**src/rtl/bus_tmo_pkg.sv**
```systemverilog
package bus_tmo_pkg;

   typedef enum logic {
      ST_IDLE = 1'b0,
      ST_BUSY = 1'b1
   } seq_st_t;

   function automatic int max4(input int a, input int b, input int c, input int d);
      int m;
      m = a;
      if (b > m) m = b;
      if (c > m) m = c;
      if (d > m) m = d;
      return m;
   endfunction

endpackage

```
**src/rtl/bus_tmo_limit.sv**
```systemverilog
module bus_tmo_limit #(
   parameter int CNT_W         = 8,
   parameter bit RATE_SEL_EN   = 1'b1,
   parameter int LIM_FAST_BASE = 127,
   parameter int LIM_FAST_EXT  = 255,
   parameter int LIM_SLOW_BASE = 63,
   parameter int LIM_SLOW_EXT  = 127
) (
   input  logic             tmo_long,
   input  logic             rate_fast,
   output logic [CNT_W-1:0] limit
);

   localparam logic [CNT_W-1:0] FB = CNT_W'(LIM_FAST_BASE);
   localparam logic [CNT_W-1:0] FE = CNT_W'(LIM_FAST_EXT);
   localparam logic [CNT_W-1:0] SB = CNT_W'(LIM_SLOW_BASE);
   localparam logic [CNT_W-1:0] SE = CNT_W'(LIM_SLOW_EXT);

   generate
      if (RATE_SEL_EN) begin : g_rate_sel
         always_comb begin
            unique case ({rate_fast, tmo_long})
               2'b11:   limit = FE;
               2'b10:   limit = FB;
               2'b01:   limit = SE;
               default: limit = SB;
            endcase
         end
      end else begin : g_fast_only
         logic rate_unused;
         assign rate_unused = rate_fast;
         assign limit = tmo_long ? FE : FB;
      end
   endgenerate

endmodule

```
**src/rtl/bus_tmo_counter.sv**
```systemverilog
module bus_tmo_counter #(
   parameter int CNT_W = 8
) (
   input  logic             clk,
   input  logic             rst_n,
   input  logic             load,
   input  logic [CNT_W-1:0] limit_in,
   input  logic             run,
   input  logic             ack_seen,
   output logic             at_last
);

   localparam logic [CNT_W-1:0] ONE = CNT_W'(1);

   logic [CNT_W-1:0] cnt_q;
   logic [CNT_W-1:0] lim_q;

   always_ff @(posedge clk or negedge rst_n) begin
      if (!rst_n) begin
         cnt_q <= '0;
         lim_q <= '1;
      end else if (load) begin
         cnt_q <= '0;
         lim_q <= limit_in;
      end else if (run && !ack_seen && !at_last) begin
         cnt_q <= cnt_q + ONE;
      end
   end

   assign at_last = (cnt_q == lim_q - ONE);

   // counter restarts from zero on each accepted access
   a_r4_cnt_clear : assert property (@(posedge clk) disable iff (!rst_n)
      load |=> (cnt_q == '0));

   // count never passes the limit while outstanding
   a_r4_cnt_below_lim : assert property (@(posedge clk) disable iff (!rst_n)
      run |-> (cnt_q < lim_q));

   // latched limit holds for the whole access
   a_r2_lim_stable : assert property (@(posedge clk) disable iff (!rst_n)
      (run && !load) |=> $stable(lim_q));

endmodule

```
**src/rtl/bus_tmo_seq.sv**
```systemverilog
module bus_tmo_seq
   import bus_tmo_pkg::*;
#(
   parameter int ADDR_W = 8,
   parameter int DATA_W = 16
) (
   input  logic              clk,
   input  logic              rst_n,
   input  logic              req_valid,
   input  logic              req_write,
   input  logic [ADDR_W-1:0] req_addr,
   input  logic [DATA_W-1:0] req_wdata,
   output logic              req_ready,
   output logic              rsp_valid,
   output logic [DATA_W-1:0] rsp_rdata,
   output logic              mod_sel_n,
   output logic              mod_we,
   output logic [ADDR_W-1:0] mod_addr,
   output logic [DATA_W-1:0] mod_wdata,
   input  logic [DATA_W-1:0] mod_rdata,
   input  logic              mod_ack_n,
   input  logic              at_last,
   output logic              accept,
   output logic              busy,
   output logic              tmo_fire
);

   seq_st_t           st_q;
   logic              wr_q;
   logic [ADDR_W-1:0] addr_q;
   logic [DATA_W-1:0] wdata_q;
   logic              rsp_v_q;
   logic [DATA_W-1:0] rsp_d_q;

   assign req_ready = (st_q == ST_IDLE);
   assign busy      = (st_q == ST_BUSY);
   assign accept    = req_ready && req_valid;
   assign tmo_fire  = busy && mod_ack_n && at_last;

   always_ff @(posedge clk or negedge rst_n) begin
      if (!rst_n) begin
         st_q    <= ST_IDLE;
         wr_q    <= 1'b0;
         addr_q  <= '0;
         wdata_q <= '0;
         rsp_v_q <= 1'b0;
         rsp_d_q <= '0;
      end else begin
         rsp_v_q <= 1'b0;
         unique case (st_q)
            ST_IDLE: begin
               if (req_valid) begin
                  st_q    <= ST_BUSY;
                  wr_q    <= req_write;
                  addr_q  <= req_addr;
                  wdata_q <= req_wdata;
               end
            end
            ST_BUSY: begin
               if (!mod_ack_n) begin
                  st_q    <= ST_IDLE;
                  rsp_v_q <= 1'b1;
                  rsp_d_q <= wr_q ? '0 : mod_rdata;
               end else if (at_last) begin
                  st_q    <= ST_IDLE;
                  rsp_v_q <= 1'b1;
                  rsp_d_q <= wr_q ? '0 : '1;
               end
            end
            default: st_q <= ST_IDLE;
         endcase
      end
   end

   assign rsp_valid = rsp_v_q;
   assign rsp_rdata = rsp_d_q;
   assign mod_sel_n = !busy;
   assign mod_we    = wr_q;
   assign mod_addr  = addr_q;
   assign mod_wdata = wdata_q;

   // completion is a single-cycle pulse
   a_r3_rsp_pulse : assert property (@(posedge clk) disable iff (!rst_n)
      rsp_v_q |=> !rsp_v_q);

   // timed-out read returns all ones
   a_r5_read_ones : assert property (@(posedge clk) disable iff (!rst_n)
      (tmo_fire && !wr_q) |=> (rsp_v_q && (rsp_d_q == '1)));

   // timed-out write completes with zero data
   a_r6_write_drop : assert property (@(posedge clk) disable iff (!rst_n)
      (tmo_fire && wr_q) |=> (rsp_v_q && (rsp_d_q == '0)));

   // completion leaves the sequencer idle
   a_r8_idle_on_rsp : assert property (@(posedge clk) disable iff (!rst_n)
      rsp_v_q |-> (req_ready && mod_sel_n));

   // request fields stay put while outstanding
   a_r1_fields_hold : assert property (@(posedge clk) disable iff (!rst_n)
      (busy && $past(busy)) |-> ($stable(addr_q) && $stable(wdata_q) && $stable(wr_q)));

endmodule

```
**src/rtl/bus_tmo_errflag.sv**
```systemverilog
module bus_tmo_errflag (
   input  logic clk,
   input  logic rst_n,
   input  logic set,
   input  logic clr,
   output logic flag
);

   logic err_q;

   always_ff @(posedge clk or negedge rst_n) begin
      if (!rst_n)   err_q <= 1'b0;
      else if (set) err_q <= 1'b1;
      else if (clr) err_q <= 1'b0;
   end

   assign flag = err_q;

   // flag rises only after a timeout
   a_r7_rise_on_tmo : assert property (@(posedge clk) disable iff (!rst_n)
      $rose(err_q) |-> $past(set));

   // flag is sticky until cleared
   a_r7_sticky : assert property (@(posedge clk) disable iff (!rst_n)
      (err_q && !clr) |=> err_q);

   // timeout wins over a simultaneous clear
   a_r7_set_wins : assert property (@(posedge clk) disable iff (!rst_n)
      set |=> err_q);

endmodule

```
**src/rtl/bus_tmo_ctrl.sv**
```systemverilog
module bus_tmo_ctrl
   import bus_tmo_pkg::*;
#(
   parameter int ADDR_W        = 8,
   parameter int DATA_W        = 16,
   parameter int CNT_W         = 8,
   parameter bit RATE_SEL_EN   = 1'b1,
   parameter int LIM_FAST_BASE = 127,
   parameter int LIM_FAST_EXT  = 255,
   parameter int LIM_SLOW_BASE = 63,
   parameter int LIM_SLOW_EXT  = 127
) (
   input  logic              clk,
   input  logic              rst_n,
   input  logic              req_valid,
   output logic              req_ready,
   input  logic              req_write,
   input  logic [ADDR_W-1:0] req_addr,
   input  logic [DATA_W-1:0] req_wdata,
   output logic              rsp_valid,
   output logic [DATA_W-1:0] rsp_rdata,
   input  logic              tmo_long,
   input  logic              rate_fast,
   input  logic              err_clr,
   output logic              err_flag,
   output logic              mod_sel_n,
   output logic              mod_we,
   output logic [ADDR_W-1:0] mod_addr,
   output logic [DATA_W-1:0] mod_wdata,
   input  logic [DATA_W-1:0] mod_rdata,
   input  logic              mod_ack_n
);

   localparam int LIM_MAX = max4(LIM_FAST_BASE, LIM_FAST_EXT, LIM_SLOW_BASE, LIM_SLOW_EXT);

   initial begin
      assert (ADDR_W >= 1 && DATA_W >= 1) else $error("address and data widths must be positive");
      assert (CNT_W >= 2 && CNT_W <= 24) else $error("counter width out of range");
      assert (LIM_MAX <= (1 << CNT_W) - 1) else $error("limit does not fit the counter");
      assert (LIM_FAST_BASE >= 2 && LIM_FAST_EXT >= 2 && LIM_SLOW_BASE >= 2 && LIM_SLOW_EXT >= 2)
         else $error("each limit must be at least two cycles");
   end

   logic [CNT_W-1:0] limit_w;
   logic             accept_w;
   logic             busy_w;
   logic             at_last_w;
   logic             tmo_fire_w;

   bus_tmo_limit #(
      .CNT_W         (CNT_W),
      .RATE_SEL_EN   (RATE_SEL_EN),
      .LIM_FAST_BASE (LIM_FAST_BASE),
      .LIM_FAST_EXT  (LIM_FAST_EXT),
      .LIM_SLOW_BASE (LIM_SLOW_BASE),
      .LIM_SLOW_EXT  (LIM_SLOW_EXT)
   ) limit_i (
      .tmo_long  (tmo_long),
      .rate_fast (rate_fast),
      .limit     (limit_w)
   );

   bus_tmo_counter #(
      .CNT_W (CNT_W)
   ) cnt_i (
      .clk      (clk),
      .rst_n    (rst_n),
      .load     (accept_w),
      .limit_in (limit_w),
      .run      (busy_w),
      .ack_seen (!mod_ack_n),
      .at_last  (at_last_w)
   );

   bus_tmo_seq #(
      .ADDR_W (ADDR_W),
      .DATA_W (DATA_W)
   ) seq_i (
      .clk       (clk),
      .rst_n     (rst_n),
      .req_valid (req_valid),
      .req_write (req_write),
      .req_addr  (req_addr),
      .req_wdata (req_wdata),
      .req_ready (req_ready),
      .rsp_valid (rsp_valid),
      .rsp_rdata (rsp_rdata),
      .mod_sel_n (mod_sel_n),
      .mod_we    (mod_we),
      .mod_addr  (mod_addr),
      .mod_wdata (mod_wdata),
      .mod_rdata (mod_rdata),
      .mod_ack_n (mod_ack_n),
      .at_last   (at_last_w),
      .accept    (accept_w),
      .busy      (busy_w),
      .tmo_fire  (tmo_fire_w)
   );

   bus_tmo_errflag err_i (
      .clk   (clk),
      .rst_n (rst_n),
      .set   (tmo_fire_w),
      .clr   (err_clr),
      .flag  (err_flag)
   );

   // strobe and ready are never both active
   a_r1_sel_not_ready : assert property (@(posedge clk) disable iff (!rst_n)
      !mod_sel_n |-> !req_ready);

   // error flag goes up together with a completion
   a_r7_err_with_rsp : assert property (@(posedge clk) disable iff (!rst_n)
      $rose(err_flag) |-> rsp_valid);

endmodule

```
**config.mk**
```make
export PLATFORM = sky130hd
export DESIGN_NAME = bus_tmo_ctrl
export DESIGN_NICKNAME = d
export VERILOG_FILES = /design/src/rtl/bus_tmo_pkg.sv /design/src/rtl/bus_tmo_limit.sv /design/src/rtl/bus_tmo_counter.sv /design/src/rtl/bus_tmo_seq.sv /design/src/rtl/bus_tmo_errflag.sv /design/src/rtl/bus_tmo_ctrl.sv
export SDC_FILE = /design/constraint.sdc
export NUM_CORES = 1
export LEC_CHECK = 0
export BUFFER_PORTS_ARGS = -buffer_cell sky130_fd_sc_hd__buf_2
export CAP_MARGIN = 25
export CORE_AREA = 2 2 93 59
export DETAILED_ROUTE_END_ITERATION = 6
export DIE_AREA = 0 0 95 61
export HOLD_SLACK_MARGIN = 0.08
export PLACE_DENSITY = 0.87
export SLEW_MARGIN = 20
export SYNTH_ARGS = -nofsm -noshare
export SYNTH_HDL_FRONTEND = slang
export SYNTH_SLANG_ARGS = --single-unit
```
**constraint.sdc**
```tcl
create_clock -name clk -period 2.4 [get_ports clk]
set_clock_uncertainty 0.05 [all_clocks]
set_input_delay 0.24 -clock clk [delete_from_list [all_inputs] [get_ports clk]]
set_output_delay 0.24 -clock clk [all_outputs]
set_load 0.02 [all_outputs]
```
==> results.py <==
metrics = {
    "yosys": {
        "synth.top_cell.area_share": 0.576,
        "ys_seq_area_frac": 0.600,
        "async_flop_share": 1.00,
        "yosys_warnings": 0,
        "synth_cell_types": 26,
        "synth_largest_area_cell": "dfrtp_1",
        "synth.area.top_cells": "dfrtp_1 (58%), nand2_1 (17%), o31ai_1 (5.7%)",
        "syn_area_um2": 2260,
        "ys.flop_type": "dfrtp_1",
        "synth-edff-count": 0,
        "ys_ff_latch": 54,
        "syn-num-nets": 293,
        "syn_inst": 243,
        "synth_area_per_cell_um2": 9.29,
    },
    "flow_run": {
        "maxCapViolations": 0,
    },
    "worst_setup_path": {
        "endpoint_kind": "flop",
        "required_ps": 2590,
        "crit_path_top_delay_cell": "dfstp_2",
        "max_stage_delay_ps": 550,
        "cp_cell_sequence": "xnor2_1 -> a41o_1 -> or4_1 -> a21oi_1",
        "arrival_ps": 1970,
        "critPathKind": "reg2reg",
        "cp_max_fo": 6,
        "start_kind": "flop",
    },
    "global_routing": {
        "grt-ovfl-total": 0,
        "grt_pass1_wl_um": 9140,
        "grt_pass1_vias": 1971,
        "antenna_found_initial": 0,
        "grt_util_all_layers": 0.211,
        "grt_max_degree": 55,
    },
    "floorplan": {
        "chipHeight_um": 61,
        "dieWidth_um": 95,
        "coreArea_um2": 4930,
        "io_pins": 93,
        "start_util": 0.458,
        "std_cell_rows": 20,
        "die-area_um2": 5800,
    },
    "sta": {
        "min_period_over_period": 0.740,
        "final.min_clock_period_ps": 1780,
        "fmax_ghz": 0.563,
        "setup-violations-final": 0,
        "hold_violations": 0,
        "rsz0062_at_grt": "false",
        "setup_tns_ps": 0,
        "slew_viol_final": 0,
        "tightest_slew_ps": 693,
        "whs_ps": 90.7,
        "slew-limit-headroom": 0.536,
    },
    "detailed_routing": {
        "drt-pass1-iter-count": 4,
        "vias": 2077,
        "drtIter0Drc": 85,
        "drc_errors": 0,
        "final_antenna_net_count": 0,
        "wl_um": 5720,
        "via_per_inst": 4.86,
        "routedWlPerCell_um": 13.4,
    },
    "clock_network": {
        "clockBufferDepth": 2,
        "cts_tree": "yes",
        "clk_pin_slew_worst_paths_ps": 100,
        "clkLatencyLatePin_ps": 310,
        "cts_root_buf": "clkbuf_8",
        "cts-hold-fix-buffers": 27,
        "cts_made_buffers": 5,
        "post_cts_buffers": 0,
        "ctsResizeCount": 0,
        "clkSinkCount": 54,
        "h-tree-depth": 2,
    },
    "finish": {
        "antenna_cells": 0,
        "finalNetCount": 410,
        "fillerInstances": 407,
        "drive_gt1_frac": 0.307,
        "area_delta_synth_final_pct": 40.4,
    },
    "min_path": {
        "hold_path_class": "in2reg",
    },
    "power_and_ir_drop": {
        "p_leak_nw": 1.72,
        "power_mw": 2.65,
        "power_density_nw_per_um2": 835,
        "ir_drop_mv": 0.425,
    },
    "placement": {
        "io_buffers": 92,
        "gp_congestion": 0.825,
        "dp_hpwl_um": 3710,
    },
    "run_status": {
        "status": "finished, final reports clean",
    },
}
==> cells by family (layout without fill, tap and decap cells) <==
kind of cell | after synthesis | count (layout) | share of synthesized area
AO/OA/AOI/OAI | 25 | 25 | 0.0804
XOR/XNOR | 2 | 2 | 0.00776
adder cells (fa/ha/maj) | 2 | 2 | 0.0111
buffers and inverters | 19 | 137 | 0.0377
flip-flops | 54 | 54 | 0.600
multiplexers | 5 | 5 | 0.0222
AND/OR/NAND/NOR | 136 | 136 | 0.241
==> power breakdown <==
| group | switching, mW | internal, mW |
|---|---|---|
| registers | 0.132 | 1.10 |
| logic | 0.508 | 0.294 |
| clock network | 0.298 | 0.313 |
| total | 0.937 | 1.71 |
==> sequential cells by signal, indices dropped and copies added, names as in the netlist <==
register and cells:
seq_i.busy 1, seq_i.mod_we 1, cnt_i.lim_q 2, seq_i.mod_addr 8, seq_i.rsp_valid 1, err_i.flag 1, seq_i.rsp_rdata 16, cnt_i.cnt_q 8
seq_i.mod_wdata 16
==> cell usage after synthesis (2+ instances only) <==
| cell type | number |
|---|---|
| a21oi_1 | 2 |
| a41oi_1 | 2 |
| buf_2 | 2 |
| clkbuf_1 | 10 |
| dfrtp_1 | 52 |
| dfstp_2 | 2 |
| ha_1 | 2 |
| inv_1 | 4 |
| mux2i_1 | 5 |
| nand2_1 | 105 |
| nand3_1 | 4 |
| nand4_1 | 3 |
| nor2_1 | 18 |
| nor2b_1 | 2 |
| o21ai_0 | 2 |
| o31ai_1 | 17 |
| xnor2_1 | 2 |
==> cell type report <==
| cell class | count | area (um2) | share of cell area |
|---|---|---|---|
| well taps | 66 | 82.6 | 0.0261 |
| repair buffers | 125 | 776 | 0.245 |
| inverters | 4 | 15.0 | 0.00474 |
| clock buffers | 5 | 68.8 | 0.0217 |
| flip-flops and latches | 54 | 1350 | 0.427 |
| multi-input cells | 170 | 828 | 0.261 |
| clock inverters | 3 | 43.8 | 0.0138 |
==> cells in the final DEF (no fill, tap or decap) <==
master	netlist	layout
dfstp_2	2	2
clkbuf_8	0	5
or3_1	1	1
a41o_1	1	1
o22ai_1	1	1
nand2_1	105	105
buf_4	1	6
o21ai_0	2	2
nand4_1	3	3
dfrtp_1	52	52
inv_6	0	1
mux2i_1	5	5
ha_1	2	2
o31ai_1	17	17
nor2b_2	0	1
inv_1	4	4
or4_1	1	1
clkinv_2	0	1
nor2_1	18	18
buf_2	2	92
a41oi_2	0	1
and4_4	1	1
a41oi_1	2	1
nand3_1	4	4
and2_1	1	1
a21oi_1	2	2
bufinv_16	0	1
nor2b_1	2	1
xnor2_1	2	2
dlygate4sd3_1	0	27
==> stage by stage <==
step	area, um2	util	worst slack [ps]	cells
final	3170	0.643	623	427
after detailed placement	2790	0.565	632	392
after global placement	2790	0.565	678	392
after floorplan	2260	-	624	243
after CTS	3170	0.643	630	427
after global routing	3170	0.643	462	427
==> routing by layer <==
| metal | track usage | up-vias | share of wire |
|---|---|---|---|
| met3 | 0.0497 | 6 | 0.070 |
| met4 | 0.0683 | 0 | 0.010 |
| li1 | - | 1021 | - |
| met5 | 0 | - | 0 |
| met2 | 0.376 | 91 | 0.47 |
| met1 | 0.259 | 959 | 0.45 |
==> final timing paths <==
check | end | cells past startpoint | start | slack (ps)
max | cnt_i.cnt_q[7]$_DFFE_PN0P_ | 4 | cnt_i.lim_q[7]$_DFFE_PN1P_ | 620
min | err_i.flag$_DFFE_PN0P_ | 2 | err_clr | 90
max reg2reg | cnt_i.cnt_q[7]$_DFFE_PN0P_ | 4 | cnt_i.lim_q[7]$_DFFE_PN1P_ | 620
min reg2reg | cnt_i.lim_q[7]$_DFFE_PN1P_ | 2 | cnt_i.lim_q[7]$_DFFE_PN1P_ | 420
max in group asynchronous | cnt_i.cnt_q[2]$_DFFE_PN0P_ | 3 | rst_n | 1300
min in group asynchronous | seq_i.mod_wdata[7]$_DFFE_PN0P_ | 3 | rst_n | 550
==> worst max-delay path, delay by kind of cell (launching register included) <==
family | cells | cell delay, ps
DFF | 1 | 550
and+or+nand+nor | 1 | 510
AOI/OAI and AO/OA | 2 | 460
xor gates and xnor gates | 1 | 140
No activity file was read; power rests on OpenSTA's default activity.
